--- src/rtl/wdg_pkg.sv ---
package wdg_pkg;

  localparam int DATA_W = 32;
  localparam int ADDR_W = 3;

  // register word addresses
  localparam logic [ADDR_W-1:0] ADR_CTRL   = 3'd0;
  localparam logic [ADDR_W-1:0] ADR_PERIOD = 3'd1;
  localparam logic [ADDR_W-1:0] ADR_CMD    = 3'd2;
  localparam logic [ADDR_W-1:0] ADR_WSTAT  = 3'd3;
  localparam logic [ADDR_W-1:0] ADR_TSTAT  = 3'd4;

  // bit positions
  localparam int CTRL_IRQEN_BIT   = 4;
  localparam int CMD_START_BIT    = 0;
  localparam int CMD_STOP_BIT     = 1;
  localparam int CMD_KICK_BIT     = 2;
  localparam int WSTAT_RUN_BIT    = 0;
  localparam int WSTAT_EXP_LSB    = 12;
  localparam int TSTAT_IRQ_BIT    = 30;

  typedef struct packed {
    logic start;
    logic stop;
    logic kick;
  } wdg_cmd_t;

endpackage

--- src/rtl/wdg_tick_sel.sv ---
module wdg_tick_sel #(
  parameter int SRC_N = 4,
  parameter int SEL_W = 4
) (
  input  logic [SRC_N-1:0] src_i,
  input  logic [SEL_W-1:0] sel_i,
  output logic             tick_o
);

  logic [SRC_N-1:0] hit;

  // one comparator per source; codes past the last source match nothing
  for (genvar g = 0; g < SRC_N; g++) begin : g_src
    assign hit[g] = (sel_i == SEL_W'(g)) && src_i[g];
  end

  assign tick_o = |hit;

endmodule

--- src/rtl/wdg_regif.sv ---
module wdg_regif
  import wdg_pkg::*;
#(
  parameter int CNT_W = 29,
  parameter int EXP_W = 3,
  parameter int SEL_W = 4
) (
  input  logic              clk_i,
  input  logic              rst_i,
  input  logic              wr_en_i,
  input  logic [ADDR_W-1:0] addr_i,
  input  logic [DATA_W-1:0] wdata_i,
  output logic [DATA_W-1:0] rdata_o,
  output logic [SEL_W-1:0]  src_sel_o,
  output logic              irq_en_o,
  output logic [CNT_W-1:0]  period_o,
  output wdg_cmd_t          cmd_o,
  output logic              irq_clr_o,
  input  logic              run_i,
  input  logic [EXP_W-1:0]  exp_i,
  input  logic [CNT_W-1:0]  cnt_i,
  input  logic              irq_i
);

  logic [SEL_W-1:0]  src_sel_q;
  logic              irq_en_q;
  logic [CNT_W-1:0]  period_q;
  logic [DATA_W-1:0] rd_next;
  logic              wr_cmd;
  logic              wr_tstat;
  logic              unused_wdata;

  assign wr_cmd   = wr_en_i && (addr_i == ADR_CMD);
  assign wr_tstat = wr_en_i && (addr_i == ADR_TSTAT);

  assign cmd_o.start = wr_cmd && wdata_i[CMD_START_BIT];
  assign cmd_o.stop  = wr_cmd && wdata_i[CMD_STOP_BIT];
  assign cmd_o.kick  = wr_cmd && wdata_i[CMD_KICK_BIT];
  assign irq_clr_o   = wr_tstat && wdata_i[TSTAT_IRQ_BIT];

  assign unused_wdata = ^wdata_i;

  always_ff @(posedge clk_i) begin
    if (rst_i) begin
      src_sel_q <= '0;
      irq_en_q  <= 1'b0;
      period_q  <= '0;
    end else if (wr_en_i) begin
      if (addr_i == ADR_CTRL) begin
        src_sel_q <= wdata_i[SEL_W-1:0];
        irq_en_q  <= wdata_i[CTRL_IRQEN_BIT];
      end
      if (addr_i == ADR_PERIOD) begin
        period_q <= wdata_i[CNT_W-1:0];
      end
    end
  end

  always_comb begin
    rd_next = '0;
    case (addr_i)
      ADR_CTRL: begin
        rd_next[SEL_W-1:0]     = src_sel_q;
        rd_next[CTRL_IRQEN_BIT] = irq_en_q;
      end
      ADR_PERIOD: rd_next[CNT_W-1:0] = period_q;
      ADR_WSTAT: begin
        rd_next[WSTAT_RUN_BIT]             = run_i;
        rd_next[WSTAT_EXP_LSB +: EXP_W]    = exp_i;
      end
      ADR_TSTAT: begin
        rd_next[CNT_W-1:0]     = cnt_i;
        rd_next[TSTAT_IRQ_BIT] = irq_i;
      end
      default: rd_next = '0;
    endcase
  end

  always_ff @(posedge clk_i) begin
    if (rst_i) rdata_o <= '0;
    else       rdata_o <= rd_next;
  end

  assign src_sel_o = src_sel_q;
  assign irq_en_o  = irq_en_q;
  assign period_o  = period_q;

  AST_CMD_NO_WRITE: assert property (@(posedge clk_i) disable iff (rst_i)
    !wr_en_i |-> (cmd_o == '0) && !irq_clr_o);

endmodule

--- src/rtl/wdg_count_core.sv ---
module wdg_count_core
  import wdg_pkg::*;
#(
  parameter int CNT_W     = 29,
  parameter int EXPIRY_N  = 5,
  parameter int EXP_W     = 3
) (
  input  logic             clk_i,
  input  logic             rst_i,
  input  logic             tick_i,
  input  wdg_cmd_t         cmd_i,
  input  logic [CNT_W-1:0] period_i,
  input  logic             irq_en_i,
  input  logic             irq_clr_i,
  output logic             run_o,
  output logic [EXP_W-1:0] exp_o,
  output logic [CNT_W-1:0] cnt_o,
  output logic             irq_o,
  output logic             sys_rst_o
);

  localparam logic [EXP_W-1:0] EXP_LAST = EXP_W'(EXPIRY_N - 1);

  logic             run_q;
  logic [CNT_W-1:0] cnt_q;
  logic [EXP_W-1:0] exp_q;
  logic             irq_q;
  logic             sysrst_q;
  logic             count_ok;
  logic             expire;
  logic             last_exp;

  assign count_ok = run_q && tick_i && !cmd_i.stop && !cmd_i.start && !cmd_i.kick;
  assign expire   = count_ok && (cnt_q <= CNT_W'(1));
  assign last_exp = (exp_q == EXP_LAST);

  always_ff @(posedge clk_i) begin
    if (rst_i) begin
      run_q    <= 1'b0;
      cnt_q    <= '0;
      exp_q    <= '0;
      sysrst_q <= 1'b0;
    end else begin
      sysrst_q <= 1'b0;
      if (cmd_i.stop) begin
        run_q <= 1'b0;
      end else if (cmd_i.start) begin
        run_q <= 1'b1;
        cnt_q <= period_i;
        exp_q <= '0;
      end else if (run_q && cmd_i.kick) begin
        cnt_q <= period_i;
        exp_q <= '0;
      end else if (expire) begin
        cnt_q <= period_i;
        if (last_exp) begin
          sysrst_q <= 1'b1;
          run_q    <= 1'b0;
        end else begin
          exp_q <= exp_q + EXP_W'(1);
        end
      end else if (count_ok) begin
        cnt_q <= cnt_q - CNT_W'(1);
      end
    end
  end

  always_ff @(posedge clk_i) begin
    if (rst_i) begin
      irq_q <= 1'b0;
    end else if (expire && (exp_q == '0) && irq_en_i) begin
      irq_q <= 1'b1;
    end else if (irq_clr_i) begin
      irq_q <= 1'b0;
    end
  end

  assign run_o     = run_q;
  assign exp_o     = exp_q;
  assign cnt_o     = cnt_q;
  assign irq_o     = irq_q;
  assign sys_rst_o = sysrst_q;

  AST_EXP_RANGE: assert property (@(posedge clk_i) disable iff (rst_i)
    exp_q <= EXP_LAST);

  AST_IDLE_FROZEN: assert property (@(posedge clk_i) disable iff (rst_i)
    (!run_q && !cmd_i.start) |=> $stable(cnt_q) && $stable(exp_q));

  AST_NO_TICK_HOLD: assert property (@(posedge clk_i) disable iff (rst_i)
    (run_q && !tick_i && (cmd_i == '0)) |=> $stable(cnt_q) && $stable(exp_q));

  AST_EXP_STEP: assert property (@(posedge clk_i) disable iff (rst_i)
    (expire && !last_exp) |=> (exp_q == $past(exp_q) + EXP_W'(1)) && (cnt_q == $past(period_i)));

  AST_KICK_RELOAD: assert property (@(posedge clk_i) disable iff (rst_i)
    (run_q && cmd_i.kick && !cmd_i.stop && !cmd_i.start) |=> (exp_q == '0) && (cnt_q == $past(period_i)));

  AST_IRQ_FIRST: assert property (@(posedge clk_i) disable iff (rst_i)
    (expire && (exp_q == '0) && irq_en_i) |=> irq_q);

endmodule

--- src/rtl/wdg_multi_expiry.sv ---
module wdg_multi_expiry
  import wdg_pkg::*;
#(
  parameter int CNT_W    = 29,
  parameter int EXPIRY_N = 5,
  parameter int SRC_N    = 4,
  parameter int SEL_W    = 4
) (
  input  logic              clk_i,
  input  logic              rst_i,
  input  logic [SRC_N-1:0]  tick_src_i,
  input  logic              wr_en_i,
  input  logic [ADDR_W-1:0] addr_i,
  input  logic [DATA_W-1:0] wdata_i,
  output logic [DATA_W-1:0] rdata_o,
  output logic              irq_o,
  output logic              sys_rst_o
);

  localparam int EXP_W = $clog2(EXPIRY_N);

  logic             blk_rst;
  logic             tick;
  logic [SEL_W-1:0] src_sel;
  logic             irq_en;
  logic [CNT_W-1:0] period;
  wdg_cmd_t         cmd;
  logic             irq_clr;
  logic             run;
  logic [EXP_W-1:0] exp_cnt;
  logic [CNT_W-1:0] cnt;
  logic             irq;
  logic             sys_rst;

  // the fifth-expiry pulse doubles as a block-wide reset
  assign blk_rst = rst_i | sys_rst;

  wdg_tick_sel #(.SRC_N(SRC_N), .SEL_W(SEL_W)) u_tick_sel (
    .src_i  (tick_src_i),
    .sel_i  (src_sel),
    .tick_o (tick)
  );

  wdg_regif #(.CNT_W(CNT_W), .EXP_W(EXP_W), .SEL_W(SEL_W)) u_regif (
    .clk_i     (clk_i),
    .rst_i     (blk_rst),
    .wr_en_i   (wr_en_i),
    .addr_i    (addr_i),
    .wdata_i   (wdata_i),
    .rdata_o   (rdata_o),
    .src_sel_o (src_sel),
    .irq_en_o  (irq_en),
    .period_o  (period),
    .cmd_o     (cmd),
    .irq_clr_o (irq_clr),
    .run_i     (run),
    .exp_i     (exp_cnt),
    .cnt_i     (cnt),
    .irq_i     (irq)
  );

  wdg_count_core #(.CNT_W(CNT_W), .EXPIRY_N(EXPIRY_N), .EXP_W(EXP_W)) u_core (
    .clk_i     (clk_i),
    .rst_i     (blk_rst),
    .tick_i    (tick),
    .cmd_i     (cmd),
    .period_i  (period),
    .irq_en_i  (irq_en),
    .irq_clr_i (irq_clr),
    .run_o     (run),
    .exp_o     (exp_cnt),
    .cnt_o     (cnt),
    .irq_o     (irq),
    .sys_rst_o (sys_rst)
  );

  assign irq_o     = irq;
  assign sys_rst_o = sys_rst;

  AST_RST_ONE_CYCLE: assert property (@(posedge clk_i) disable iff (rst_i)
    sys_rst_o |=> !sys_rst_o);

  AST_RST_STOPS: assert property (@(posedge clk_i) disable iff (rst_i)
    sys_rst_o |=> !run && !irq_o);

  AST_OUT_OF_RANGE_SRC: assert property (@(posedge clk_i) disable iff (rst_i)
    (src_sel >= SEL_W'(SRC_N)) |-> !tick);

endmodule

--- config.mk ---
export PLATFORM = sky130hd
export DESIGN_NAME = wdg_multi_expiry
export DESIGN_NICKNAME = d
export VERILOG_FILES = /design/src/rtl/wdg_pkg.sv /design/src/rtl/wdg_tick_sel.sv /design/src/rtl/wdg_regif.sv /design/src/rtl/wdg_count_core.sv /design/src/rtl/wdg_multi_expiry.sv
export SDC_FILE = /design/constraint.sdc
export NUM_CORES = 1
export LEC_CHECK = 0
export ABC_AREA = 1
export BUFFER_PORTS_ARGS = -buffer_cell sky130_fd_sc_hd__buf_2
export CAP_MARGIN = 20
export CORE_AREA = 2 2 115 117
export CTS_CLUSTER_DIAMETER = 40
export DETAILED_ROUTE_END_ITERATION = 10
export DIE_AREA = 0 0 117 119
export GPL_ROUTABILITY_DRIVEN = 0
export GPL_TIMING_DRIVEN = 0
export SLEW_MARGIN = 10
export SYNTH_ARGS = -nofsm -noshare
export SYNTH_HDL_FRONTEND = slang
export SYNTH_HIERARCHICAL = 1
export SYNTH_SLANG_ARGS = --single-unit
--- constraint.sdc ---
create_clock -name clk_i -period 5 [get_ports clk_i]
set_input_delay 0.5 -clock clk_i [delete_from_list [all_inputs] [get_ports clk_i]]
set_output_delay 0.5 -clock clk_i [all_outputs]
set_load 0.02 [all_outputs]
==> flow_results.org <==
** Place
- Buffers placed on the I/O ports in this run total 68.
- In this run, placement finished with an instance count of 1,126.
- Half-perimeter wire length of the detailed placement result :: between 10 and 15 mm
- Summing all placed instances gives a cell area of 0.00612 mm^2.

** Die
- Vertical extent of the die :: between 100 and 150 um
- Cell row count :: 42
- For this configuration, the core starts out at a cell density of 43.1%.
- The core region is 0.0129 mm^2.
- Pin placement for this block handled 76 I/O pins.
- Overall die area :: 0.0139 mm^2
- Die X :: between 100 and 150 um

** STA
- Slew of the pin with the lowest slew margin :: about 0.62 ns
- The final-report hold violation count is 0.
- Final setup violation count :: 0
- Across the routed clock network, the largest skew measured is roughly 0.011 ns.
- Setup repair after global routing left no endpoint under its margin.
- Final Max Slew Viols :: 0
- Final period utilization :: between 40% and 50%
- Sum of negative setup slack :: 0 ns
- Based on the critical path, the design can be clocked at up to 402 MHz.
- Time the worst path needs with I/O delays and setup :: between 2 and 2.5 ns
- Headroom to the max-slew limit came out at between 50% and 60%.

** Logic synthesis
- Xor and xnor area share after synthesis :: around 2.5%
- Async set or reset register ratio after synthesis :: 0%
- Counting flops and latches in the post-synthesis netlist gives a little under 100.
- Synthesis warning total :: 6
- Yosys mapped a number of flops with a built-in enable equal to 0.
- The synthesized netlist devotes 0.901% of its cell area to adder and majority cells.
- Post-Synth Simple-Gate Area :: 40.1%
- Combined area of all synthesized cells :: 0.00555 mm^2
- Synthesis produced a netlist whose cell count is 881.
- Largest family of logic cells by synthesized area :: simple AND/OR/NAND/NOR gates
- Averaged over all synthesized cells, the footprint is between 6 and 7 um^2.
- After synthesis, flip-flops and latches occupy 35.7% of the total area.
- Library cells used by synthesis :: 36
- Commonest register cell after synthesis :: sky130_fd_sc_hd__dfxtp_1
- The portion of synthesized area spent on multiplexers is 0%.
- The synthesized netlist devotes 7.28% of its cell area to compound gates.

** Routing
- Number of search-and-repair iterations in the first detailed-routing pass :: 5
- Routed via count divided by cell count :: 4.91
- Drt drc :: 0
- The count of nets left with antenna violations once routing finished came out at 0.
- The routed layout has 5,600 vias.
- For this block, the initial DRC count from the detailed router was 488.
- The routed design has 16.8 mm of wire.
- Avg WL per Cell :: 14.8 um

** Min path
- Hold Crit Depth :: 5
- The min-delay analysis places its worst path in the category in -> reg.
- The worst hold path begins at wdata_i[3].
- Endpoint of the worst hold-timing path :: u_regif/src_sel_o[3]

** GRT
- The via count of the first global-routing pass was around 5k.
- GRT Overall Usage :: 24.7%
- The initial antenna violation count came to 0.
- Congestion Overflow GR :: 0
- First-pass GRT wire length :: 26.0 mm
- Maximum number of pins on one net before global-route repair :: 17

** Clocking
- The longest clock path from root to sink contains 2 buffers.
- The H-tree generated during clock tree synthesis spans 3 levels.
- The later pin in the worst-skew pair is clocked with a latency of 0.36 ns.
- Hold repair after CTS inserted 0 buffers.
- Clock tree synthesis selected as its root buffer the cell sky130_fd_sc_hd__clkbuf_16.
- Number of sinks handled by clock tree synthesis :: 99
- Post-CTS repair changed the size of 0 cells.
- TritonCTS built the clock tree.
- Number of setup buffers added after CTS :: 0
- Buffers inserted during clock tree synthesis total 9.
- After clock tree synthesis, the clock-pin slew on the worst setup and hold paths is 0.07 ns.

** Setup path
- Critical path type :: in -> reg
- Data arrival, critical path :: 2.77 ns
- Kind of end point of the critical path :: flop
- FF-to-FF setup slack :: 2.82 ns
- FF-to-FF path depth :: 11
- The worst register-to-register path begins at u_regif/src_sel_o[1].
- STA puts the critical path data required time at 5.28 ns.
- Kind of start point of the critical path :: primary input
- Along the worst path, the maximum fanout reaches 10.
- The endpoint identified for the worst register-to-register timing path is u_core/cnt_o[20].

** Finish
- The finished cells cover approximately 0.0064 mm^2.
- Share of cells above drive strength 1 :: 15.2%
- Total number of nets in the final design :: just over 1k
- The finished layout holds 1,140 standard cells, fillers aside.
- Area Overhead vs Synth :: 15.8%
- 0 antenna diodes ended up in the layout.

** Flow run
- Max-capacitance violation count :: 0

** Power
- Total power per unit cell area :: 307 mW/mm^2
- In this run the power spent charging and discharging nets is between 0.5 and 0.6 mW.
- Combinational logic is responsible for 19.3% of the overall power.
- Internal Power :: 1.38 mW
- Total power after layout :: 1.97 mW
- Per report_power, the clock group accounts for between 30% and 40% of the total.
- Worst vdd ir :: approximately 0.19 mV
- Fraction of power consumed by sequential logic :: 42.3%
- Leakage power :: 3.15 nW
- Of the total power, the share spent switching nets is 29.8%.

** Run status
- The flow ran to the end, and the final reports show no timing, DRC or antenna violations.
==> worst max-delay path, cell delays in order <==
cell	delay [ns]
sky130_fd_sc_hd__buf_4	0.17
sky130_fd_sc_hd__inv_2	0.12
sky130_fd_sc_hd__buf_2	0.22
sky130_fd_sc_hd__nand4_1	0.15
sky130_fd_sc_hd__nor2_1	0.38
sky130_fd_sc_hd__nor2_4	0.12
sky130_fd_sc_hd__inv_1	0.10
sky130_fd_sc_hd__nand2_1	0.05
sky130_fd_sc_hd__nand2_1	0.20
sky130_fd_sc_hd__clkbuf_1	0.45
sky130_fd_sc_hd__o21ai_0	0.14
sky130_fd_sc_hd__a21oi_1	0.15
==> how the worst max path moves through the flow <==
stage | startpoint | end | slack, ns | cells after the start
2_1_floorplan | addr_i[2] | u_core/cnt_o[12] | 2.76 | 11
3_3_place_gp | addr_i[2] | u_core/cnt_o[15] | 2.20 | 12
3_5_place_dp | addr_i[2] | u_core/cnt_o[20] | 2.18 | 12
4_1_cts | addr_i[2] | u_core/cnt_o[20] | 2.55 | 12
5_1_grt | addr_i[2] | u_core/cnt_o[13] | 2.27 | 12
6_report | addr_i[2] | u_core/cnt_o[20] | 2.51 | 12
==> placed cells by master, fill, tap and decap left out, drive strengths merged <==
master	instances
nand2	230
clkinv	2
nor2	158
inv	127
ha	4
nand4	13
buf	102
nor3	4
dfxtp	99
clkbuf	19
and3	1
xnor2	3
nand3b	2
nor4	1
o2111ai	1
nand3	103
bufinv	2
xor2	13
a21oi	52
a31oi	1
o21ai	25
conb	2
==> per-stage QoR <==
stage | utilization [%] | hold slack [ns] | setup WS, ns
2_1_floorplan | - | 0.457 | 2.76
3_3_place_gp | 47.5 | 0.486 | 2.20
3_5_place_dp | 47.5 | 0.479 | 2.18
4_1_cts | 49.9 | 0.450 | 2.55
5_1_grt | 49.9 | 0.466 | 2.27
6_report | 49.9 | 0.457 | 2.51
==> routing by layer <==
layer | GRT usage (%) | up-vias | share of wire (%)
met5 | 0 | - | 0
met4 | 7.21 | 0 | 2.0
met3 | 5.09 | 24 | 6.5
met2 | 36.2 | 187 | 43
met1 | 36.4 | 2505 | 48
li1 | - | 2884 | -
==> state kept, by name, summed over array words and instances, names as in the netlist <==
signal / flops
u_core/cnt_o: 29
u_core/exp_o: 3
u_core/irq_o: 1
u_core/run_o: 1
u_core/sys_rst_o: 1
u_regif/irq_en_o: 1
u_regif/period_o: 29
u_regif/rdata_o: 30
u_regif/src_sel_o: 4
==> power by group through the flow <==
stage                     sequential (mW)  clock [mW]  combinational [mW]
final                               0.834       0.756               0.381
after global routing                0.836       0.802               0.428
after CTS                           0.833       0.768               0.376
after detailed placement            0.851           0               0.374
after global placement              0.851           0               0.373
after floorplan                     0.843           0               0.284
==> cells in the mapped netlist, types with 3 or more instances <==
master / number / area share, %
sky130_fd_sc_hd__a21oi_1: 51 / 4.6
sky130_fd_sc_hd__buf_1: 6 / 0.41
sky130_fd_sc_hd__buf_2: 13 / 1.2
sky130_fd_sc_hd__buf_4: 6 / 0.81
sky130_fd_sc_hd__buf_6: 9 / 1.8
sky130_fd_sc_hd__clkbuf_1: 10 / 0.68
sky130_fd_sc_hd__dfxtp_1: 99 / 36
sky130_fd_sc_hd__ha_1: 4 / 0.90
sky130_fd_sc_hd__inv_1: 115 / 7.8
sky130_fd_sc_hd__inv_2: 9 / 0.61
sky130_fd_sc_hd__nand2_1: 224 / 15
sky130_fd_sc_hd__nand2_2: 3 / 0.34
sky130_fd_sc_hd__nand2_4: 3 / 0.61
sky130_fd_sc_hd__nand3_1: 101 / 9.1
sky130_fd_sc_hd__nand4_1: 13 / 1.5
sky130_fd_sc_hd__nor2_1: 142 / 9.6
sky130_fd_sc_hd__nor2_2: 12 / 1.4
sky130_fd_sc_hd__nor2_4: 3 / 0.61
sky130_fd_sc_hd__o21ai_0: 13 / 1.2
sky130_fd_sc_hd__o21ai_1: 12 / 1.1
sky130_fd_sc_hd__xnor2_1: 3 / 0.47
sky130_fd_sc_hd__xor2_1: 13 / 2.1
==> cell families after synthesis <==
group | after synthesis
AND/OR/NAND/NOR | 512
buffers and inverters | 170
flip-flops | 99
AO/OA/AOI/OAI | 79
XOR/XNOR | 16
adder cells (fa/ha/maj) | 4
other | 1
==> area by class of cell <==
type,instances,area (um^2)
plain buffers,44,272
clock buffers,9,225
inverters,126,475
clock inverters,5,86.3
repair buffers,68,340
multi-input cells,613,2830
flip-flops and latches,99,1980
fillers,1374,6450
well taps,176,220
(Power assumes the default switching activity.)
